===== config.mk =====
export PLATFORM = sky130hd
export DESIGN_NAME = codec_mode_ctrl
export DESIGN_NICKNAME = d
export VERILOG_FILES = /design/src/rtl/codec_mode_pkg.sv /design/src/rtl/mode_pin_sync.sv /design/src/rtl/reset_ctrl.sv /design/src/rtl/cfg_store.sv /design/src/rtl/codec_mode_ctrl.sv
export SDC_FILE = /design/constraint.sdc
export NUM_CORES = 1
export LEC_CHECK = 0
export ABC_AREA = 1
export CAP_MARGIN = 25
export CORE_MARGIN = 4
export CORE_UTILIZATION = 50
export DETAILED_ROUTE_END_ITERATION = 12
export DONT_BUFFER_PORTS = 1
export PLACE_DENSITY = 0.7
export SYNTH_ARGS = -nofsm -noshare
export SYNTH_HDL_FRONTEND = slang
export SYNTH_SLANG_ARGS = --single-unit

===== constraint.sdc =====
create_clock -name clk -period 2.98 [get_ports clk]
set_input_delay 0.298 -clock clk [delete_from_list [all_inputs] [get_ports clk]]
set_output_delay 0.298 -clock clk [all_outputs]
set_load 0.01 [all_outputs]

===== src/rtl/codec_mode_pkg.sv =====
package codec_mode_pkg;
  localparam int NUM_CH   = 4;
  localparam int WORD_W   = 8;
  localparam int RES_BIT  = 7;
  localparam int LIN_BIT  = 6;
  localparam int LAW_BIT  = 5;
  localparam int GAIN_BIT = 4;
  localparam int SYNC_STAGES = 2;
  localparam logic [7:0] GAIN_FULL  = 8'hFF;
  localparam logic [7:0] GAIN_REDUC = 8'h8F;

  typedef struct packed {
    logic              linear;
    logic              alaw;
    logic              gain_full;
    logic [NUM_CH-1:0] pd;
  } cfg_t;

  // both mode pins low: device held in reset
  function automatic logic pin_reset(input logic m0, input logic m1);
    return ~(m0 | m1);
  endfunction

  // exactly one pin high selects the mode; otherwise keep the old one
  function automatic logic decode_mode(input logic m0, input logic m1,
                                       input logic prev);
    if (m0 ^ m1) return m1;
    return prev;
  endfunction

  function automatic cfg_t cfg_from_word(input logic [WORD_W-1:0] w);
    cfg_t c;
    c.linear    = w[LIN_BIT];
    c.alaw      = w[LAW_BIT];
    c.gain_full = w[GAIN_BIT];
    c.pd        = w[NUM_CH-1:0];
    return c;
  endfunction

  function automatic cfg_t cfg_from_strap(input logic [NUM_CH-1:0] pd,
                                          input logic alaw, input logic gain);
    cfg_t c;
    c.linear    = 1'b0;
    c.alaw      = alaw;
    c.gain_full = gain;
    c.pd        = pd;
    return c;
  endfunction

  function automatic logic [7:0] gain_code(input logic full);
    return full ? GAIN_FULL : GAIN_REDUC;
  endfunction
endpackage


===== src/rtl/mode_pin_sync.sv =====
module mode_pin_sync #(
  parameter int WIDTH  = 2,
  parameter int STAGES = 2
) (
  input  logic             clk,
  input  logic             sys_rst_n,
  input  logic [WIDTH-1:0] pin_in,
  output logic [WIDTH-1:0] pin_sync
);
  for (genvar g = 0; g < WIDTH; g++) begin : g_bit
    logic [STAGES-1:0] chain_q;
    always_ff @(posedge clk or negedge sys_rst_n) begin
      if (!sys_rst_n) chain_q <= '0;
      else            chain_q <= {chain_q[STAGES-2:0], pin_in[g]};
    end
    assign pin_sync[g] = chain_q[STAGES-1];
  end
endmodule


===== src/rtl/reset_ctrl.sv =====
module reset_ctrl
  import codec_mode_pkg::*;
(
  input  logic clk,
  input  logic sys_rst_n,
  input  logic m0_s,
  input  logic m1_s,
  input  logic res_req,
  output logic dev_rst,
  output logic proc_mode,
  output logic rst_release
);
  logic mode_q;
  logic pin_rst_d;
  logic res_q;
  logic pin_rst;
  logic res_fire;

  assign pin_rst     = pin_reset(m0_s, m1_s);
  assign proc_mode   = decode_mode(m0_s, m1_s, mode_q);
  assign dev_rst     = pin_rst | res_q;
  assign rst_release = pin_rst_d & ~pin_rst;
  assign res_fire    = res_req & proc_mode & ~dev_rst;

  always_ff @(posedge clk or negedge sys_rst_n) begin
    if (!sys_rst_n) begin
      mode_q    <= 1'b1;
      pin_rst_d <= 1'b1;
      res_q     <= 1'b0;
    end else begin
      mode_q    <= proc_mode;
      pin_rst_d <= pin_rst;
      res_q     <= res_fire;
    end
  end

  // the register reset bit lasts a single cycle
  assert_res_self_clear_R4: assert property (@(posedge clk) disable iff (!sys_rst_n)
    res_q |=> !res_q);

  // the mode flag only moves when exactly one pin is high
  assert_mode_change_R2: assert property (@(posedge clk) disable iff (!sys_rst_n)
    !$stable(proc_mode) |-> (m0_s ^ m1_s));
endmodule


===== src/rtl/cfg_store.sv =====
module cfg_store
  import codec_mode_pkg::*;
(
  input  logic              clk,
  input  logic              sys_rst_n,
  input  logic              dev_rst,
  input  logic              proc_mode,
  input  logic              rst_release,
  input  logic              wr_en,
  input  logic [WORD_W-1:0] wr_word,
  input  logic              fsync,
  input  logic [NUM_CH-1:0] strap_pd,
  input  logic              strap_alaw,
  input  logic              strap_gain,
  output cfg_t              cfg
);
  cfg_t cfg_q;
  logic wr_take;
  logic strap_take;

  assign wr_take    = proc_mode & ~dev_rst & wr_en & ~wr_word[RES_BIT];
  assign strap_take = ~proc_mode & ~dev_rst & (rst_release | fsync);

  always_ff @(posedge clk or negedge sys_rst_n) begin
    if (!sys_rst_n)      cfg_q <= '0;
    else if (dev_rst)    cfg_q <= '0;
    else if (wr_take)    cfg_q <= cfg_from_word(wr_word);
    else if (strap_take) cfg_q <= cfg_from_strap(strap_pd, strap_alaw, strap_gain);
  end

  assign cfg = cfg_q;

  // any reset cycle leaves a cleared configuration behind
  assert_cleared_after_reset_R1: assert property (@(posedge clk) disable iff (!sys_rst_n)
    dev_rst |=> (cfg_q == '0));

  // strap mode holds the configuration between frame syncs
  assert_strap_hold_R7: assert property (@(posedge clk) disable iff (!sys_rst_n)
    (!proc_mode && !dev_rst && !fsync && !rst_release) |=> $stable(cfg_q));

  // processor mode holds the configuration without a write
  assert_proc_hold_R5: assert property (@(posedge clk) disable iff (!sys_rst_n)
    (proc_mode && !dev_rst && !wr_en) |=> $stable(cfg_q));
endmodule


===== src/rtl/codec_mode_ctrl.sv =====
module codec_mode_ctrl
  import codec_mode_pkg::*;
(
  input  logic              clk,
  input  logic              sys_rst_n,
  input  logic              mode_m0,
  input  logic              mode_m1,
  input  logic              cfg_wr_en,
  input  logic [WORD_W-1:0] cfg_wr_data,
  input  logic              fsync,
  input  logic [NUM_CH-1:0] strap_pd,
  input  logic              strap_alaw,
  input  logic              strap_gain,
  output logic              dev_rst,
  output logic              proc_mode,
  output logic              cfg_alaw,
  output logic              cfg_linear,
  output logic [7:0]        tx_gain_code,
  output logic [NUM_CH-1:0] chan_pd,
  output logic [NUM_CH-1:0] chan_dx_en
);
  logic [1:0] pins_s;
  logic       rst_release;
  cfg_t       cfg;

  mode_pin_sync #(.WIDTH(2), .STAGES(SYNC_STAGES)) u_sync (
    .clk       (clk),
    .sys_rst_n (sys_rst_n),
    .pin_in    ({mode_m1, mode_m0}),
    .pin_sync  (pins_s)
  );

  reset_ctrl u_rst (
    .clk         (clk),
    .sys_rst_n   (sys_rst_n),
    .m0_s        (pins_s[0]),
    .m1_s        (pins_s[1]),
    .res_req     (cfg_wr_en & cfg_wr_data[RES_BIT]),
    .dev_rst     (dev_rst),
    .proc_mode   (proc_mode),
    .rst_release (rst_release)
  );

  cfg_store u_cfg (
    .clk         (clk),
    .sys_rst_n   (sys_rst_n),
    .dev_rst     (dev_rst),
    .proc_mode   (proc_mode),
    .rst_release (rst_release),
    .wr_en       (cfg_wr_en),
    .wr_word     (cfg_wr_data),
    .fsync       (fsync),
    .strap_pd    (strap_pd),
    .strap_alaw  (strap_alaw),
    .strap_gain  (strap_gain),
    .cfg         (cfg)
  );

  assign cfg_alaw     = cfg.alaw;
  assign cfg_linear   = cfg.linear;
  assign tx_gain_code = gain_code(cfg.gain_full);
  assign chan_pd      = cfg.pd;

  for (genvar c = 0; c < NUM_CH; c++) begin : g_chan
    assign chan_dx_en[c] = ~dev_rst & ~cfg.pd[c];
  end
endmodule


==> reports/qor_table.md <==
| Stage | Quantity | Value |
| --- | --- | --- |
| die | Count of boundary I/O pins | 40 |
| worst setup path | Biggest fanout along the worst timing path | 15 |
| hold path | Type of the worst min-delay path | primary input to register |
| timing | Skew final | 0.00840 ns |
| timing | Worst slew pin tran | 0.613 ns |
| yosys | Gate count after technology mapping | 88 |
| timing | Max Transition Viols Final | 0 |
| clocking | Clock tree from TritonCTS | done |
| detailed routing | Via count | 547 |
| hold path | Min-Delay Path Depth | 0 |
| power and ir drop | Total internal power | 313 µW |
| detailed routing | First-pass iteration count of the detailed router | 4 |
| die | Area of the core region | 1380 µm² |
| power and ir drop | Maximum ir drop on the vdd rail | 504 µV |
| clocking | CTS root buf | clkbuf_4 |
| die | Overall die height | 47.5 µm |
| yosys | Distinct cells, synth | 21 |
| clocking | Hold Buf Count CTS | 1 |
| yosys | Synthesized area per cell | 8.84 µm² |
| yosys | Ys flop type | dfrtp_1 |
| grt | Antenna violations before repair | 0 |
| cells and area | Number of nets in the finished design | 111 |
| clocking | Sinks on the clock net | 14 |
| yosys | Most common library cells after synthesis | nand2_1 (26), dfrtp_1 (12), buf_4 (7), nand3_1 (7), nand4_1 (6) |
| power and ir drop | Combinational group share of total power | 0.196 |
| yosys | Post-synth top area cell | dfrtp_1 |
| worst setup path | Origin of the worst setup path | u_sync.g_bit[1].chain_q[1] |
| worst setup path | Worst Path Arrival | 1.84 ns |
| placement | Routability Congestion | 0.725 |
| flow run | Count of max-cap constraint violations | 0 |
| grt | Final global-route overflow total | 0 |
| cells and area | Fraction of layout cells with a size suffix above 1 | 0.225 |
| grt | Global-route total usage across every layer | 0.153 |
| timing | Final Setup Violations | 0 |
| power and ir drop | Proportion of power drawn by flip-flops and latches | 0.512 |
| yosys | Area share of the leading cell type in the synthesized netlist | 0.386 |
| clocking | Cells resized by post-CTS repair | 0 |
| power and ir drop | Clk network pwr share | 0.292 |
| hold path | Hold EP | u_sync.g_bit[0].chain_q[0] |
| detailed routing | Post-detailed-route via-to-cell ratio | 5.26 |
| run status | Result of the run | completed |
| timing | Unrepaired setup endpoints after global routing | false |
| yosys | Share of the yosys chip area belonging to registers | 0.453 |
| grt | Global-route met2 utilization | 0.243 |
| grt | Number of global-route vias before repair | 498 |
| detailed routing | Number of remaining DRC errors | 0 |
| grt | Largest net degree at the start of global routing | 16 |
| timing | Sum of negative setup slack | 0 ns |
| clocking | Max H-tree Level | 1 |
| worst setup path | Register-to-Register Setup Slack | 1.36 ns |
| timing | Period utilisation layout | 0.545 |
| yosys | Library cell with the highest instance count after synthesis | nand2_1 |
| timing | Endpoints failing hold | 0 |
| grt | Grt met3 use | 0.0902 |
| timing | Normalized max-slew margin | 0.590 |
| clocking | Clock latency on the worst-skew pair | 0.28 ns |
| power and ir drop | Sw Share | 0.327 |
| worst setup path | Endpoint class of the critical path | register |
| yosys | Synth top area cells | dfrtp_1 (39%), nand2_1 (13%), buf_4 (6.8%) |
| cells and area | Area growth syn-to-layout | 2.09% |
| placement | DP HPWL | 1160 µm |
| cells and area | Antenna diode count | 0 |
| die | Cell row count | 13 |
| worst setup path | Startpoint of the lowest-slack register-to-register path | u_sync.g_bit[1].chain_q[1] |
| yosys | Count of state elements after synthesis | 14 |
| power and ir drop | Leakage | 0.417 nW |
| worst setup path | Endpoint of the most critical register-to-register path | u_cfg.cfg[0] |
| worst setup path | Required time of the critical path | 3.19 ns |
| grt | First-pass GRT wire length | 2330 µm |
| grt | Global-route track usage on met1 | 0.179 |
| timing | Max Freq | 616 MHz |
| placement | Setup slack at placement | 1.37 ns |
| clocking | Setup Buffers After CTS | 0 |
| clocking | Bufs on Longest Clock Path | 2 |
| yosys | Yosys warnings | 0 |
| detailed routing | Detail Route Antenna Nets | 0 |
| grt | Most Used Layer, Global Route | met2 |
| detailed routing | Iteration-0 DRC count of the detailed router | 3 |
| yosys | Syn Std Cell Area | 778 µm² |
| worst setup path | Kind of start point of the critical path | register |
| yosys | Number of flops mapped to enable cells by yosys | 0 |
| die | Width of the die | 47.5 µm |
| placement | Port bufs | 0 |
| detailed routing | Wire length reported by the detailed router | 1500 µm |
| clocking | Inserted Clock Buffers | 3 |
| worst setup path | Setup CP Type | register to register |
| worst setup path | Cell count of the worst reg-to-reg path | 9 |
| timing | Minimum clock period after layout | 1.62 ns |
| power and ir drop | Power Density | 586 nW/µm² |
| clocking | Clock-pin slew on the worst setup and hold paths | 0.08 ns |
| detailed routing | Wire length per cell | 14.4 µm |
| yosys | Async set or reset register ratio after synthesis | 1.00 |
| die | Area of the die | 2250 µm² |
| die | Effective utilization at floorplan | 0.563 |
| hold path | Launch point of the worst hold path | mode_m0 |
| power and ir drop | Power spent charging and discharging nets | 152 µW |
| timing | Final worst setup slack | 1.36 ns |
==> sequential cells by signal (all words and copies together) (netlist names) <==
name and cells:
u_cfg.cfg 7, u_sync.g_bit.chain_q 4, u_rst.mode_q 1, u_rst.pin_rst_d 1
u_rst.res_q 1
==> worst max-delay path by stage <==
| stage | end | slack, ns | cells after the start |
|---|---|---|---|
| after CTS | chan_dx_en[1] | 1.34 | 5 |
| after detailed placement | u_cfg.cfg[5] | 1.37 | 9 |
| final | u_cfg.cfg[0] | 1.36 | 9 |
| after global routing | u_cfg.cfg[2] | 1.24 | 9 |
| after floorplan | u_cfg.cfg[4] | 1.54 | 11 |
| after global placement | u_cfg.cfg[3] | 1.40 | 9 |
==> power groups by stage <==
stage	clock, mW	combinational, mW	sequential [mW]
final	0.136	0.0913	0.238
after global placement	0	0.0856	0.241
after CTS	0.140	0.0924	0.239
after floorplan	0	0.0906	0.235
after global routing	0.148	0.102	0.243
after detailed placement	0	0.0873	0.242
==> cells by family after synthesis <==
family	synth area share
AOI/OAI and AO/OA	0.0386
adders and majority gates	0.0161
buffers and inverters	0.140
DFF	0.453
other	0.00482
and+or+nand+nor	0.347
==> layout by cell type (no fill, tap or decap) <==
cell type	n
a21oi_2	1
a21oi_4	1
clkbuf_4	3
clkbuf_8	1
conb_1	5
dfrtp_1	12
dfstp_2	2
dlygate4sd3_1	1
ha_1	1
inv_1	5
inv_2	4
inv_8	1
nand2_1	26
nand2_2	3
nand2_4	2
nand3_1	7
nand3_4	1
nand4_1	6
nor2_1	4
nor2_8	1
nor4_1	1
o21ai_1	1
==> critical path: stages (launching register included) <==
cell     delay [ns]
dfrtp_1        0.34
inv_1          0.05
ha_1           0.21
inv_2          0.08
nand2_4        0.13
nor2_8         0.16
nand3_4        0.19
a21oi_4        0.25
nand2_1        0.08
nand2_1        0.07
==> per-stage QoR <==
step	utilization	cell area, µm²	std cells	hold WS (ns)	total power, mW
2_1_floorplan	-	793	92	0.00241	0.325
5_1_grt	0.575	795	104	0.0200	0.493
3_5_place_dp	0.541	748	99	0.00284	0.330
3_3_place_gp	0.541	748	99	0.00294	0.327
4_1_cts	0.575	795	104	0.0357	0.471
6_report	0.575	795	104	0.0458	0.466
==> layer usage <==
| metal | part of all wire | vias to the layer above |
|---|---|---|
| li1 | - | 272 |
| met1 | 0.40 | 247 |
| met2 | 0.47 | 26 |
| met3 | 0.12 | 2 |
| met4 | 0.0067 | 0 |
| met5 | 0 | - |
==> final cells by class <==
class	instances	area [µm²]
clock buffers	4	36.3
flip-flops and latches	14	353
well taps	15	18.8
fillers	144	588
repair buffers	1	10.0
inverters	10	45.0
multi-input cells	60	332
No activity file was read; power rests on OpenSTA's default activity.
